$ cat config.mk
export PLATFORM = sky130hd
export DESIGN_NAME = dual_sysreg_i2c
export DESIGN_NICKNAME = d
export VERILOG_FILES = /design/src/rtl/dsr_pkg.sv /design/src/rtl/dsr_sync.sv /design/src/rtl/dsr_bus_fsm.sv /design/src/rtl/dsr_regfile.sv /design/src/rtl/dual_sysreg_i2c.sv
export SDC_FILE = /design/constraint.sdc
export NUM_CORES = 1
export LEC_CHECK = 0
export BUFFER_PORTS_ARGS = -buffer_cell sky130_fd_sc_hd__buf_2
export CORE_MARGIN = 2
export CORE_UTILIZATION = 50
export CTS_BUF_LIST = sky130_fd_sc_hd__clkbuf_2
export CTS_CLUSTER_SIZE = 8
export DETAILED_ROUTE_END_ITERATION = 8
export GPL_ROUTABILITY_DRIVEN = 0
export GPL_TIMING_DRIVEN = 0
export PLACE_DENSITY = 0.74
export SYNTH_ARGS = -nofsm -noshare
export SYNTH_HDL_FRONTEND = slang
export SYNTH_SLANG_ARGS = --single-unit
$ cat constraint.sdc
create_clock -name clk -period 2.1 [get_ports clk]
set_input_delay 0.42 -clock clk [delete_from_list [all_inputs] [get_ports clk]]
set_output_delay 0.42 -clock clk [all_outputs]
set_load 0.005 [all_outputs]
$ cat src/rtl/dsr_pkg.sv
package dsr_pkg;
    localparam int BYTE_W = 8;
    localparam int CNT_W  = $clog2(BYTE_W + 1);
    localparam logic [5:0] ADDR_HI = 6'b000100;

    typedef enum logic [2:0] {
        ST_IDLE, ST_ADDR, ST_AACK, ST_WDATA, ST_WACK, ST_RDATA, ST_RACK
    } bus_st_e;

    typedef struct packed {
        logic dyn_ilim;
        logic isel;
        logic ent;
        logic llc;
        logic vsel;
        logic en;
    } ch_ctrl_t;
endpackage

$ cat src/rtl/dsr_sync.sv
module dsr_sync #(
    parameter int W      = 4,
    parameter int STAGES = 2
) (
    input  logic         clk,
    input  logic         rst_n,
    input  logic [W-1:0] d,
    output logic [W-1:0] q
);
    logic [W-1:0] stg_q [STAGES];

    for (genvar s = 0; s < STAGES; s++) begin : g_stg
        if (s == 0) begin : g_first
            always_ff @(posedge clk or negedge rst_n) begin
                if (!rst_n) stg_q[s] <= '1;
                else        stg_q[s] <= d;
            end
        end else begin : g_next
            always_ff @(posedge clk or negedge rst_n) begin
                if (!rst_n) stg_q[s] <= '1;
                else        stg_q[s] <= stg_q[s-1];
            end
        end
    end

    assign q = stg_q[STAGES-1];
endmodule

$ cat src/rtl/dsr_bus_fsm.sv
module dsr_bus_fsm
    import dsr_pkg::*;
(
    input  logic              clk,
    input  logic              rst_n,
    input  logic              scl,
    input  logic              sda,
    input  logic              addr_strap,
    input  logic [BYTE_W-1:0] rd_byte,
    output logic              sda_oe,
    output logic              wr_stb,
    output logic [BYTE_W-1:0] wr_byte
);
    typedef struct packed {
        bus_st_e           st;
        logic [CNT_W-1:0]  cnt;
        logic [BYTE_W-1:0] sh;
        logic              rw;
        logic              mack;
        logic              oe;
        logic              wr;
        logic              scl_p;
        logic              sda_p;
    } fsm_t;

    fsm_t q, d;
    logic scl_rise, scl_fall, start_c, stop_c;
    logic [6:0] my_addr;

    assign my_addr  = {ADDR_HI, addr_strap};
    assign scl_rise = scl & ~q.scl_p;
    assign scl_fall = ~scl & q.scl_p;
    assign start_c  = scl & q.scl_p & q.sda_p & ~sda;
    assign stop_c   = scl & q.scl_p & ~q.sda_p & sda;

    always_comb begin
        d       = q;
        d.wr    = 1'b0;
        d.scl_p = scl;
        d.sda_p = sda;
        if (start_c) begin
            d.st  = ST_ADDR;
            d.cnt = '0;
            d.oe  = 1'b0;
        end else if (stop_c) begin
            d.st = ST_IDLE;
            d.oe = 1'b0;
        end else begin
            case (q.st)
                ST_ADDR, ST_WDATA: begin
                    if (scl_rise) begin
                        d.sh  = {q.sh[BYTE_W-2:0], sda};
                        d.cnt = q.cnt + 1'b1;
                    end else if (scl_fall && q.cnt == CNT_W'(BYTE_W)) begin
                        if (q.st == ST_WDATA) begin
                            d.st = ST_WACK;
                            d.oe = 1'b1;
                            d.wr = 1'b1;
                        end else if (q.sh[7:1] == my_addr) begin
                            d.st = ST_AACK;
                            d.oe = 1'b1;
                            d.rw = q.sh[0];
                        end else begin
                            d.st = ST_IDLE;
                        end
                    end
                end
                ST_AACK, ST_WACK: begin
                    if (scl_fall) begin
                        if (q.st == ST_AACK && q.rw) begin
                            d.st  = ST_RDATA;
                            d.sh  = rd_byte;
                            d.oe  = ~rd_byte[BYTE_W-1];
                            d.cnt = CNT_W'(1);
                        end else begin
                            d.st  = ST_WDATA;
                            d.oe  = 1'b0;
                            d.cnt = '0;
                        end
                    end
                end
                ST_RDATA: begin
                    if (scl_fall) begin
                        if (q.cnt == CNT_W'(BYTE_W)) begin
                            d.st = ST_RACK;
                            d.oe = 1'b0;
                        end else begin
                            d.sh  = {q.sh[BYTE_W-2:0], 1'b0};
                            d.oe  = ~q.sh[BYTE_W-2];
                            d.cnt = q.cnt + 1'b1;
                        end
                    end
                end
                ST_RACK: begin
                    if (scl_rise) begin
                        d.mack = ~sda;
                    end else if (scl_fall) begin
                        if (q.mack) begin
                            d.st  = ST_RDATA;
                            d.sh  = rd_byte;
                            d.oe  = ~rd_byte[BYTE_W-1];
                            d.cnt = CNT_W'(1);
                        end else begin
                            d.st = ST_IDLE;
                        end
                    end
                end
                default: d.oe = 1'b0;
            endcase
        end
    end

    always_ff @(posedge clk or negedge rst_n) begin
        if (!rst_n) begin
            q       <= '0;
            q.st    <= ST_IDLE;
            q.scl_p <= 1'b1;
            q.sda_p <= 1'b1;
        end else begin
            q <= d;
        end
    end

    assign sda_oe  = q.oe;
    assign wr_stb  = q.wr;
    assign wr_byte = q.sh;


    oe_rise_low_chk: assert property (@(posedge clk) disable iff (!rst_n)
        $rose(sda_oe) |-> !scl);

    ack_own_addr_chk: assert property (@(posedge clk) disable iff (!rst_n)
        (q.st == ST_AACK) |-> (q.sh[7:1] == my_addr));

    wr_in_ack_chk: assert property (@(posedge clk) disable iff (!rst_n)
        wr_stb |-> (q.st == ST_WACK && sda_oe));
endmodule

$ cat src/rtl/dsr_regfile.sv
module dsr_regfile
    import dsr_pkg::*;
(
    input  logic              clk,
    input  logic              rst_n,
    input  logic              wr_stb,
    input  logic [BYTE_W-1:0] wr_byte,
    input  logic              ovl,
    input  logic              otemp,
    output logic [BYTE_W-1:0] rd_byte,
    output ch_ctrl_t          ctrl,
    output logic              en2
);
    typedef struct packed {
        ch_ctrl_t r1;
        logic     en2;
        logic     sel;
    } rf_t;

    rf_t q, d;

    always_comb begin
        d = q;
        if (wr_stb) begin
            d.sel = wr_byte[7];
            if (wr_byte[7]) d.en2 = wr_byte[1];
            else            d.r1  = ch_ctrl_t'(wr_byte[6:1]);
        end
    end

    always_ff @(posedge clk or negedge rst_n) begin
        if (!rst_n) q <= '0;
        else        q <= d;
    end

    assign rd_byte = q.sel ? {1'b1, 5'b00000, q.en2, otemp}
                           : {1'b0, q.r1, ovl};
    assign ctrl = q.r1;
    assign en2  = q.en2;


    en_with_write_chk: assert property (@(posedge clk) disable iff (!rst_n)
        $rose(ctrl.en) |-> $past(wr_stb));

    r1_hold_chk: assert property (@(posedge clk) disable iff (!rst_n)
        (wr_stb && wr_byte[7]) |=> $stable(ctrl));


    always @(posedge clk) begin
        if (!rst_n) begin
            pwr_zero_chk: assert (ctrl == '0 && en2 == 1'b0);
        end
    end
endmodule

$ cat src/rtl/dual_sysreg_i2c.sv
module dual_sysreg_i2c
    import dsr_pkg::*;
(
    input  logic clk,
    input  logic pwr_good,
    input  logic scl_i,
    input  logic sda_i,
    output logic sda_oe,
    input  logic addr_strap,
    input  logic ovl_flag,
    input  logic otemp_flag,
    output logic dyn_ilim_o,
    output logic isel_o,
    output logic ent_o,
    output logic llc_o,
    output logic vsel_o,
    output logic en1_o,
    output logic en2_o
);
    logic [3:0]        sync_q;
    logic              wr_stb;
    logic [BYTE_W-1:0] wr_byte, rd_byte;
    ch_ctrl_t          ctrl;

    dsr_sync #(.W(4), .STAGES(2)) i_sync (
        .clk   (clk),
        .rst_n (pwr_good),
        .d     ({scl_i, sda_i, ovl_flag, otemp_flag}),
        .q     (sync_q)
    );

    dsr_bus_fsm i_fsm (
        .clk        (clk),
        .rst_n      (pwr_good),
        .scl        (sync_q[3]),
        .sda        (sync_q[2]),
        .addr_strap (addr_strap),
        .rd_byte    (rd_byte),
        .sda_oe     (sda_oe),
        .wr_stb     (wr_stb),
        .wr_byte    (wr_byte)
    );

    dsr_regfile i_rf (
        .clk     (clk),
        .rst_n   (pwr_good),
        .wr_stb  (wr_stb),
        .wr_byte (wr_byte),
        .ovl     (sync_q[1]),
        .otemp   (sync_q[0]),
        .rd_byte (rd_byte),
        .ctrl    (ctrl),
        .en2     (en2_o)
    );

    assign dyn_ilim_o = ctrl.dyn_ilim;
    assign isel_o     = ctrl.isel;
    assign ent_o      = ctrl.ent;
    assign llc_o      = ctrl.llc;
    assign vsel_o     = ctrl.vsel;
    assign en1_o      = ctrl.en;
endmodule

==> flow_summary_export.csv <==
group,metric,value,unit
setup_path,end_kind,"flip-flop",
clock_network,clock_path_buffers,2,
sta,worst_pin_slew,0.836,ns
global_route,grt_overflow,0,
sta,setup_tns,0,ns
setup_path,critPathKind,"flip-flop to flip-flop",
setup_path,critPathRequiredTime,2.42,ns
setup_path,cp-start-kind,"flip-flop",
detailed_routing,firstDrtPassIters,5,
detailed_routing,via_per_inst,5.97,
synth,synthTopCellsByArea,"dfrtp_1 (33%), dfstp_2 (13%), mux2_2 (8.2%)",
pwr,leakagePower,0.978,nW
die,core_area,0.00397,mm²
setup_path,cp_num_buf_inv,2,
synth,synth_edf_count,0,
clock_network,numClockSinks,37,
clock_network,cts_buffers,5,
die,rows,23,
synth,synth_nets,203,
sta,finalCriticalPeriod,2.02,ns
synth,syn_avg_cell_area,10.6,µm²
pwr,p_total,1.79,mW
final_layout,syn_to_final_growth,11.0,%
detailed_routing,drc,0,
die,dieArea,0.00463,mm²
synth,yosysMostFrequentCell,"dfrtp_1",
setup_path,path_cells,"inv_1 -> ha_1 -> and3b_1 -> clkbuf_1 -> a41o_1 -> or4_1 -> o21ai_0",
sta,final-hold-violation-count,0,
sta,slew_headroom,44.3,%
final_layout,drive_above_1_share,30.7,%
run,cap_violations,0,
synth,synth_ff_type,"dfrtp_1",
pwr,p_int,1.23,mW
sta,period_share,96.0,%
clock_network,cts.reportedPaths.clkPinSlew,0.20,ns
synth,synthCells,194,
synth,synth_largest_area_cell,"dfrtp_1",
status,status,"completed",
setup_path,cpPeakStageDelay,0.46,ns
synth,synth_top_area_share,32.9,%
setup_path,r2r_cells,7,
detailed_routing,drt-met1-wl,2020,µm
synth,ys_async_sr_fraction,100,%
synth,yosysUniqueCellTypes,58,
placement,port_buffers,14,
clock_network,cts_tree,"yes",
hold_path,min_path_type,"input port to asynchronous set/reset pin",
die,die_x,68.0,µm
final_layout,fin_nets,226,
clock_network,clk_latency,0.39,ns
sta,slew_violations,0,
detailed_routing,routedWlPerCell,15.7,µm
setup_path,cp_max_fo,6,
synth,synth-seq-area-share,45.8,%
synth,yosysWarningCount,0,
detailed_routing,wirelength,4220,µm
die,io_pins,15,
pwr,pwr-share-clk,24.5,%
setup_path,cp_top_family,"simple AND/OR/NAND/NOR gates",
pwr,seqPwrFrac,53.1,%
detailed_routing,drtIter0Drc,78,
pwr,p_sw,561,µW
detailed_routing,ant_nets,0,
setup_path,worst_ep_arrival_time,2.34,ns
global_route,grt_util_all_layers,20.6,%
setup_path,cp_num_cells,7,
placement,dp_hpwl,2950,µm
pwr,powerDensity,786,mW/mm²
pwr,p_comb_share,22.4,%
synth,synthTopCellsByCount,"dfrtp_1 (27), nand2_1 (21), mux2_2 (15)",
clock_network,cts_root_buffer,"clkbuf_2",
setup_path,crit_slowest_cell,"or4_1",
synth,synth_area,0.00205,mm²
synth,ys_ff_latch,37,
global_route,antenna_found_initial,0,
die,initial_core_util,51.6,%
final_layout,fin_util,57.3,%
detailed_routing,wl_met2,2000,µm
pwr,swShare,31.4,%
sta,finClkSkew,0.0168,ns
global_route,grt_pass1_wl,7160,µm
detailed_routing,routed.top_layer,"met4",
die,die_h,68.0,µm
final_layout,num_antenna_cells,0,
pwr,vdd_drop_max,0.491,mV
detailed_routing,wl_met3,142,µm
sta,setup_violations,0,
sta,timing.fmax,496,MHz
detailed_routing,via_count,1601,
clock_network,hold_buffers,0,
global_route,grt_pass1_vias,1554,
clock_network,h-tree-depth,2,
global_route,grt_max_degree,38,
[placed cells by master (no fill, tap or decap), types with 3 or more instances in the layout]
cell type / instances
mux2_2: 15
clkbuf_2: 5
nor3_1: 4
dfstp_2: 10
a21oi_1: 4
dfrtp_1: 27
nor2b_1: 3
nand2b_1: 4
nand2_1: 21
o21ai_0: 12
nand3_1: 5
clkbuf_1: 5
nor4b_1: 4
nand3b_1: 4
buf_2: 20
mux2i_1: 5
nor2_1: 6
inv_1: 6
[state kept, by name, indices dropped and copies added (netlist names)]
register and count:
i_sync.q 4, i_rf.en2 1, i_fsm.wr_byte 8, i_fsm.q 11, i_fsm.wr_stb 1, i_fsm.sda_oe 1, i_sync.stg_q 4, i_rf.ctrl 6
i_rf.q 1
[area by class of cell]
| class | count | area, µm² |
|---|---|---|
| Buffer | 13 | 71.3 |
| Clock buffer | 5 | 25.0 |
| Clock inverter | 3 | 41.3 |
| Fill cell | 345 | 1690 |
| Inverter | 6 | 22.5 |
| Multi-Input combinational cell | 138 | 1030 |
| Sequential cell | 37 | 938 |
| Tap cell | 50 | 62.6 |
| Timing Repair Buffer | 16 | 85.1 |
[metrics by stage]
step,setup slack (ns),std cells,cell area [µm²],hold WS (ns)
floorplan,0.201,194,2050,0.124
global placement,-0.0711,258,2180,0.345
detailed placement,-0.0608,258,2180,0.348
CTS,0.0534,268,2260,0.0974
global route,-0.00308,268,2280,0.0793
finish,0.0838,268,2280,0.103
[worst register-to-register path, stage by stage (launching register included)]
cell	delay, ns
dfrtp_1	0.45
inv_1	0.08
ha_1	0.23
and3b_1	0.18
clkbuf_1	0.18
a41o_1	0.29
or4_1	0.46
o21ai_0	0.09
[power by group through the flow]
stage / registers (mW) / logic [mW] / clock network (mW)
global placement: 0.959 / 0.383 / 0
CTS: 0.949 / 0.402 / 0.447
detailed placement: 0.964 / 0.396 / 0
global route: 0.968 / 0.457 / 0.479
finish: 0.950 / 0.401 / 0.439
floorplan: 0.924 / 0.317 / 0
[layer usage]
metal	global-route usage [%]	vias up
li1	-	770
met1	28.4	791
met2	32.4	35
met3	4.11	5
met4	7.25	0
met5	0	-
[worst paths after layout]
check / endpoint / startpoint / slack, ns
max: i_fsm.q[18]$_DFFE_PN0P_ / i_fsm.q[14]$_DFFE_PN0P_ / 0.08
min: i_fsm.q[18]$_DFFE_PN0P_ / pwr_good / 0.10
min reg2reg: i_sync.q[3]$_DFF_PN1_ / i_sync.stg_q[7]$_DFF_PN1_ / 0.36
min in group clk: i_sync.stg_q[5]$_DFF_PN1_ / ovl_flag / 0.12
max in group asynchronous: i_rf.en2$_DFFE_PN0P_ / pwr_good / 1.47
max reg2reg: i_fsm.q[18]$_DFFE_PN0P_ / i_fsm.q[14]$_DFFE_PN0P_ / 0.08
[timing repair]
action,in CTS,in global routing
gates resized for setup,0,3
pin swaps,1,0
cloned,0,0
buffers inserted,2,0
endpoints found under the setup margin,7,10
[cell families after synthesis]
kind of cell / share of synthesized area, %
AND/OR/NAND/NOR: 18.6
AO/OA/AOI/OAI: 18.3
adder cells (fa/ha/maj): 1.22
multiplexers: 10.7
flip-flops: 45.8
buffers and inverters: 4.58
XOR/XNOR: 0.854
No activity file was read; power rests on OpenSTA's default activity.
